## config.mk

```make
export PLATFORM = sky130hd
export DESIGN_NAME = ict_channel
export DESIGN_NICKNAME = d
export VERILOG_FILES = /design/src/rtl/ict_pkg.sv /design/src/rtl/ict_decrement.sv /design/src/rtl/ict_weight.sv /design/src/rtl/ict_edge.sv /design/src/rtl/ict_channel.sv
export SDC_FILE = /design/constraint.sdc
export NUM_CORES = 1
export LEC_CHECK = 0
export ABC_AREA = 1
export BUFFER_PORTS_ARGS = -buffer_cell sky130_fd_sc_hd__buf_2
export CAP_MARGIN = 10
export CORE_MARGIN = 5
export CORE_UTILIZATION = 35
export CTS_CLUSTER_SIZE = 12
export DETAILED_ROUTE_END_ITERATION = 8
export GPL_TIMING_DRIVEN = 1
export PLACE_DENSITY = 0.49
export SYNTH_ARGS = -nofsm -noshare
export SYNTH_HDL_FRONTEND = slang
export SYNTH_SLANG_ARGS = --single-unit
```

## constraint.sdc

```tcl
create_clock -name clk -period 7.1 [get_ports clk]
set_input_delay 1.42 -clock clk [delete_from_list [all_inputs] [get_ports clk]]
set_output_delay 1.42 -clock clk [all_outputs]
set_load 0.03 [all_outputs]
```

## src/rtl/ict_pkg.sv

```systemverilog
package ict_pkg;

    typedef enum logic [1:0] {
        ST_IDLE    = 2'd0,
        ST_ARMED   = 2'd1,
        ST_RUN     = 2'd2,
        ST_SETTLED = 2'd3
    } ict_state_e;

    typedef enum logic [2:0] {
        M_END_LATCH     = 3'd0,
        M_RETRIG_WINDOW = 3'd1,
        M_RATE          = 3'd2,
        M_SQUARE        = 3'd3,
        M_SOFT_STROBE   = 3'd4,
        M_HARD_STROBE   = 3'd5
    } ict_mode_e;

    function automatic ict_mode_e fold_mode(input logic [2:0] m);
        if (m[2:1] == 2'b11)
            return ict_mode_e'({1'b0, m[1:0]});
        return ict_mode_e'(m);
    endfunction

    function automatic logic start_level(input ict_mode_e m);
        return (m == M_RETRIG_WINDOW) || (m == M_SQUARE);
    endfunction

    function automatic longint unsigned pow10(input int n);
        longint unsigned r;
        r = 1;
        for (int k = 0; k < n; k++)
            r = r * 10;
        return r;
    endfunction

endpackage

```

## src/rtl/ict_decrement.sv

```systemverilog
module ict_decrement #(
    parameter int DIGITS = 4,
    localparam int W = 4 * DIGITS
) (
    input  logic [W-1:0] value_i,
    input  logic         bcd_i,
    output logic [W-1:0] value_o
);

    logic [DIGITS-1:0] borrow;
    logic [W-1:0]      bcd_res;

    assign borrow[0] = 1'b1;

    for (genvar i = 0; i < DIGITS; i++) begin : g_digit
        logic [3:0] dig;
        assign dig = value_i[4*i +: 4];
        assign bcd_res[4*i +: 4] = !borrow[i] ? dig :
                                   (dig == 4'd0) ? 4'd9 : dig - 4'd1;
        if (i + 1 < DIGITS) begin : g_chain
            assign borrow[i+1] = borrow[i] && (dig == 4'd0);
        end
    end

    assign value_o = bcd_i ? bcd_res : value_i - W'(1);

endmodule

```

## src/rtl/ict_weight.sv

```systemverilog
module ict_weight
    import ict_pkg::*;
#(
    parameter int DIGITS = 4,
    localparam int W  = 4 * DIGITS,
    localparam int WB = W + 1
) (
    input  logic [W-1:0]  value_i,
    input  logic          bcd_i,
    output logic [WB-1:0] weight_o
);

    localparam logic [WB-1:0] FULL_BIN = WB'(1) << W;
    localparam logic [WB-1:0] FULL_BCD = WB'(pow10(DIGITS));

    logic [WB-1:0] partial [DIGITS+1];

    assign partial[0] = '0;

    for (genvar i = 0; i < DIGITS; i++) begin : g_sum
        assign partial[i+1] = partial[i]
                            + WB'(value_i[4*i +: 4]) * WB'(pow10(i));
    end

    always_comb begin
        if (value_i == '0)
            weight_o = bcd_i ? FULL_BCD : FULL_BIN;
        else if (bcd_i)
            weight_o = partial[DIGITS];
        else
            weight_o = {1'b0, value_i};
    end

endmodule

```

## src/rtl/ict_edge.sv

```systemverilog
module ict_edge (
    input  logic clk,
    input  logic rst_n,
    input  logic sig_i,
    output logic rise_o
);

    logic prev_q;

    always_ff @(posedge clk or negedge rst_n) begin
        if (!rst_n)
            prev_q <= 1'b0;
        else
            prev_q <= sig_i;
    end

    assign rise_o = sig_i && !prev_q;

endmodule

```

## src/rtl/ict_channel.sv

```systemverilog
module ict_channel
    import ict_pkg::*;
#(
    parameter int DIGITS = 4,
    localparam int W = 4 * DIGITS
) (
    input  logic         clk,
    input  logic         rst_n,
    input  logic         tick,
    input  logic         load,
    input  logic [W-1:0] load_value,
    input  logic [2:0]   mode_sel,
    input  logic         bcd_sel,
    input  logic         gate,
    output logic [W-1:0] count,
    output logic         out,
    output logic         tc_pulse
);

    localparam int WB = W + 1;

    ict_state_e    state_q, state_d;
    ict_mode_e     mode_q;
    logic          bcd_q;
    logic [W-1:0]  init_q, count_q, dec_val, count_nxt;
    logic [WB-1:0] w_next, w_init;
    logic          out_q, tc_q, gate_rise;
    logic          level_mode, periodic, active, restart, cnt_en;
    logic          wrap_point, dec_zero;

    ict_decrement #(.DIGITS(DIGITS)) u_dec (
        .value_i(count_q), .bcd_i(bcd_q), .value_o(dec_val)
    );

    ict_weight #(.DIGITS(DIGITS)) u_w_next (
        .value_i(count_nxt), .bcd_i(bcd_q), .weight_o(w_next)
    );

    ict_weight #(.DIGITS(DIGITS)) u_w_init (
        .value_i(init_q), .bcd_i(bcd_q), .weight_o(w_init)
    );

    ict_edge u_gate (
        .clk(clk), .rst_n(rst_n), .sig_i(gate), .rise_o(gate_rise)
    );

    assign level_mode = (mode_q == M_END_LATCH) || (mode_q == M_SOFT_STROBE);
    assign periodic   = (mode_q == M_RATE) || (mode_q == M_SQUARE);
    assign active     = (state_q == ST_RUN) || (state_q == ST_SETTLED);
    assign restart    = gate_rise && !level_mode && (state_q != ST_IDLE);
    assign cnt_en     = tick && (gate || !level_mode);
    assign wrap_point = (count_q == W'(1));
    assign dec_zero   = (dec_val == '0);
    assign count_nxt  = (periodic && wrap_point) ? init_q : dec_val;

    // next-state logic
    always_comb begin
        state_d = state_q;
        unique case (state_q)
            ST_IDLE:    if (load) state_d = ST_ARMED;
            ST_ARMED:   if (!load && tick) state_d = ST_RUN;
            ST_RUN: begin
                if (load || restart)
                    state_d = ST_ARMED;
                else if (cnt_en && dec_zero && !periodic)
                    state_d = ST_SETTLED;
            end
            ST_SETTLED: if (load || restart) state_d = ST_ARMED;
            default:    state_d = ST_IDLE;
        endcase
    end

    // state register
    always_ff @(posedge clk or negedge rst_n) begin
        if (!rst_n)
            state_q <= ST_IDLE;
        else
            state_q <= state_d;
    end

    // counter, configuration and outputs
    always_ff @(posedge clk or negedge rst_n) begin
        if (!rst_n) begin
            init_q  <= '0;
            count_q <= '0;
            mode_q  <= M_END_LATCH;
            bcd_q   <= 1'b0;
            out_q   <= 1'b0;
            tc_q    <= 1'b0;
        end else begin
            tc_q <= 1'b0;
            if (load) begin
                init_q <= load_value;
                mode_q <= fold_mode(mode_sel);
                bcd_q  <= bcd_sel;
            end
            if (state_q == ST_ARMED && tick && !load) begin
                count_q <= init_q;
                out_q   <= start_level(mode_q);
            end else if (active && !load && !restart && cnt_en) begin
                count_q <= count_nxt;
                case (mode_q)
                    M_RATE: begin
                        out_q <= wrap_point;
                        tc_q  <= wrap_point;
                    end
                    M_SQUARE: begin
                        out_q <= (w_next > (w_init >> 1));
                        tc_q  <= wrap_point;
                    end
                    M_END_LATCH: begin
                        if (state_q == ST_RUN && dec_zero) begin
                            out_q <= 1'b1;
                            tc_q  <= 1'b1;
                        end
                    end
                    M_RETRIG_WINDOW: begin
                        if (state_q == ST_RUN && dec_zero)
                            out_q <= 1'b0;
                    end
                    default: out_q <= (state_q == ST_RUN) && dec_zero;
                endcase
            end
        end
    end

    assign count    = count_q;
    assign out      = out_q;
    assign tc_pulse = tc_q;

    // nothing is produced before the first load
    p_idle_silent_r1: assert property (@(posedge clk) disable iff (!rst_n)
        (state_q == ST_IDLE) |-> (!out_q && !tc_q));

    // the count moves only in the cycle after a tick
    p_hold_without_tick_r2: assert property (@(posedge clk) disable iff (!rst_n)
        !tick |=> $stable(count_q));

    // a low gate freezes the level-gated modes
    p_level_gate_r10: assert property (@(posedge clk) disable iff (!rst_n)
        (tick && !gate && !load && active &&
         (mode_q == M_END_LATCH || mode_q == M_SOFT_STROBE)) |=> $stable(count_q));

    // the event only appears in modes 0, 2 and 3
    p_tc_modes_r13: assert property (@(posedge clk) disable iff (!rst_n)
        tc_q |-> (mode_q inside {M_END_LATCH, M_RATE, M_SQUARE}));

    // once settled in mode 0, out stays high
    p_latch_high_r5: assert property (@(posedge clk) disable iff (!rst_n)
        (state_q == ST_SETTLED && mode_q == M_END_LATCH &&
         $past(state_q == ST_SETTLED)) |-> out_q);

endmodule

```

==> results <==
- In this run the worst hold path is classified as flip-flop to flip-flop.
- The maximum buffer depth of the clock tree is 2.
- The first routing iteration left 319 violations.
- The final weighted congestion in routability-driven placement is 0.899.
- The clock net in this run drives a total of 41 sinks.
- Clock tree synthesis selected as its root buffer the cell clkbuf_16.
- The final critical delay including setup and external delays is 6600 ps.
- The first TritonRoute pass finished after 5 iterations.
- The final number of max-transition violations is 0.
- The count of H-tree levels built during CTS is 2.
- The remaining design rule violation count is 0.
- The worst reg2reg path startpoint is count[0].
- After the flow finishes, the layout carries non-filler instances totaling 1243.
- The first global-routing pass estimated 31800 um of wire.
- After clock tree synthesis, the flow added hold-fix buffers numbering 0.
- The post-synthesis to final-layout area growth is 11.1%.
- The number of gates resized after CTS was 0.
- Sequential cells were found to cover 15.1% of the synthesized design area.
- The largest individual stage delay along the critical path comes from the cell fa_1.
- The count of inserted antenna diode cells is 0.
- The main flop type after synthesis is dfrtp_1.
- After technology mapping, the gate count stands at 927.
- The detailed router placed 6129 vias in this run.
- STA puts the critical path data required time at 7290 ps.
- The launch instance of the worst min-delay path is out.
- Entering global routing, the biggest net connects 42 pins.
- The HPWL after detailed placement is 16700 um.
- The upper clock frequency limit is 152 MHz.
- The post-route worst hold slack is 529 ps.
- The start point of the critical path is count[0].
- The sum of routed wire length over all layers is 20000 um.
- For this run the aggregate overflow at the end of global routing stands at 0.
- The distinct cell type count of the synthesized netlist is 48.
- The fraction of layout instances using a drive strength above 1 is 12.4%.
- In this run the tightest slew margin relative to its limit is 35.2%.
- The setup clock skew after layout is 2.51 ps.
- The insertion delay of the later-clocked pin in the worst-skew pair is 300 ps.
- The I/O pin total is 43.
- The count of warnings emitted by yosys is 0.
- The average cell area after synthesis is 7.35 um2.
- The worst path uses 92.9% of the clock period.
- The count of nets after finishing is 1149.
- The total CTS buffers is 5.
- Input and output buffers added on the ports amount to 42.
- The residual antenna-violating net count after detailed routing is 0.
- The routed via count divided by cell count is 4.93.
- Cells fill 39.2% of the core in the end.
- The run finished with clean final reports.
- By instance count, the cell type seen most on the critical path is nand2_1.
- In this run the vertical extent of the chip is 150 um.
- The element type at the critical path end is a flip-flop.
- In this run the horizontal extent of the chip is 150 um.
- The number of synthesized flops with an enable pin is 0.
- The number of failing setup endpoints in the final timing report is 0.
- The clock tree from TritonCTS is built.
- The number of nets handed over by synthesis was 1099.
- The final number of hold-violating endpoints is 0.
- The count of maximum capacitance violations is 0.
- The initialized floorplan defines 51 standard-cell rows.
- The critical path data arrival time is 6790 ps.
- The routed length per instance is 16.1 um.
- The biggest cell delay along the critical path is 500 ps.
- Along the worst path, the maximum fanout reaches 7.
- The post-CTS setup buffer count is 0.
- The library cells used most frequently in the layout, excluding fill and tap cells, are nand2_1 (208), inv_1 (142), ha_1 (115).
- The synthesized cell area is 6820 um2.
- The kind of launch point of the worst setup path is a flip-flop.
- The type of the worst setup path is flip-flop to flip-flop.
- At the pin with the least slew margin, the transition time is 972 ps.
- The via count of the first global-routing pass came to 5881.
- The clock transition at the registers of the reported paths is 70 ps.
- The area of the core is 19300 um2.
- The overall fraction of global-route tracks in use is 18.2%.
- Counting flops with an async set or reset pin after synthesis yields a share of 100%.
- The number of antenna violations at the first check in global routing is 0.
- The library cell used most frequently in the layout, excluding fill and tap cells, is nand2_1.
- After detailed placement, the design holds a cell count of 1235.
- The number of register bits inferred by synthesis is 41.
- The die outline area is 22400 um2.
- Once the floorplan was initialized, standard cells occupied 35.3% of the core.
## sequential cells by signal, indices dropped and copies added (netlist names)
name           cells
u_gate.prev_q      1
out                1
mode_q             3
tc_pulse           1
state_q            2
count             16
init_q            16
bcd_q              1
## critical path: cells and delay by family, from the launching register on
kind,cells,cell delay [ps]
simple gates,24,1760
xor+xnor,1,180
compound gates,7,1020
fa+ha+maj,8,2670
flops,1,420
buf+inv,6,430
## through the flow
step	instance area, um2	setup WS (ps)	TNS, ps
global placement	7410	365	0
global route	7570	-19.0	-19.0
floorplan	6820	735	0
detailed placement	7410	245	0
CTS	7550	224	0
finish	7570	501	0
## logic make-up after synthesis
group	after synthesis	synth area share [%]
DFF	41	15.1
and+or+nand+nor	365	25.0
adders and majority gates	147	30.5
buffers and inverters	165	9.34
AOI/OAI and AO/OA	161	14.0
xor gates and xnor gates	48	6.17
## synth_stat cells, drive strengths merged, types with 2 or more instances
cell | count | area share [%]
fa | 32 | 9.4
clkinv | 2 | 0.13
nand2 | 227 | 14
buf | 4 | 0.42
xor2 | 30 | 3.9
o221ai | 16 | 2.1
nand3 | 52 | 4.5
a21o | 5 | 0.55
ha | 115 | 21
nand3b | 4 | 0.44
a21oi | 50 | 3.7
o22ai | 7 | 0.64
inv | 148 | 8.2
clkbuf | 11 | 0.61
a211oi | 3 | 0.40
o211ai | 6 | 0.66
nor2 | 60 | 4.4
nor3 | 5 | 0.53
nand4 | 10 | 0.92
o21ai | 61 | 4.6
xnor2 | 18 | 2.3
nor4 | 4 | 0.37
o21bai | 5 | 0.55
dfrtp | 41 | 15
a31oi | 4 | 0.37
## layer usage
layer | vias up | global-route usage (%) | share of wire, %
li1 | 3140 | - | -
met1 | 2873 | 27.0 | 50
met2 | 103 | 28.5 | 44
met3 | 13 | 3.36 | 5.2
met4 | 0 | 1.97 | 0.57
met5 | - | 0 | 0
## path summary, 6_finish.rpt
kind / slack, ps / depth (start not counted) / endpoint
setup / recovery: 500 / 46 / out
hold / removal: 530 / 2 / out
setup reg to reg: 500 / 46 / out
hold reg to reg: 530 / 2 / out
max in group asynchronous: 5210 / 1 / init_q[10]
min in group asynchronous: 1280 / 1 / count[7]
## area by class of cell
type	count	area, um2
timing repair buffer	58	330
multi-input combinational	721	5170
sequential	41	1030
clock inverter	3	21.3
tap	265	332
clock buffer	5	125
inverter	150	567
fill	2107	11800
Power is not shown: default switching activity piles up to over one toggle a cycle in this logic, so the estimate is an artifact.
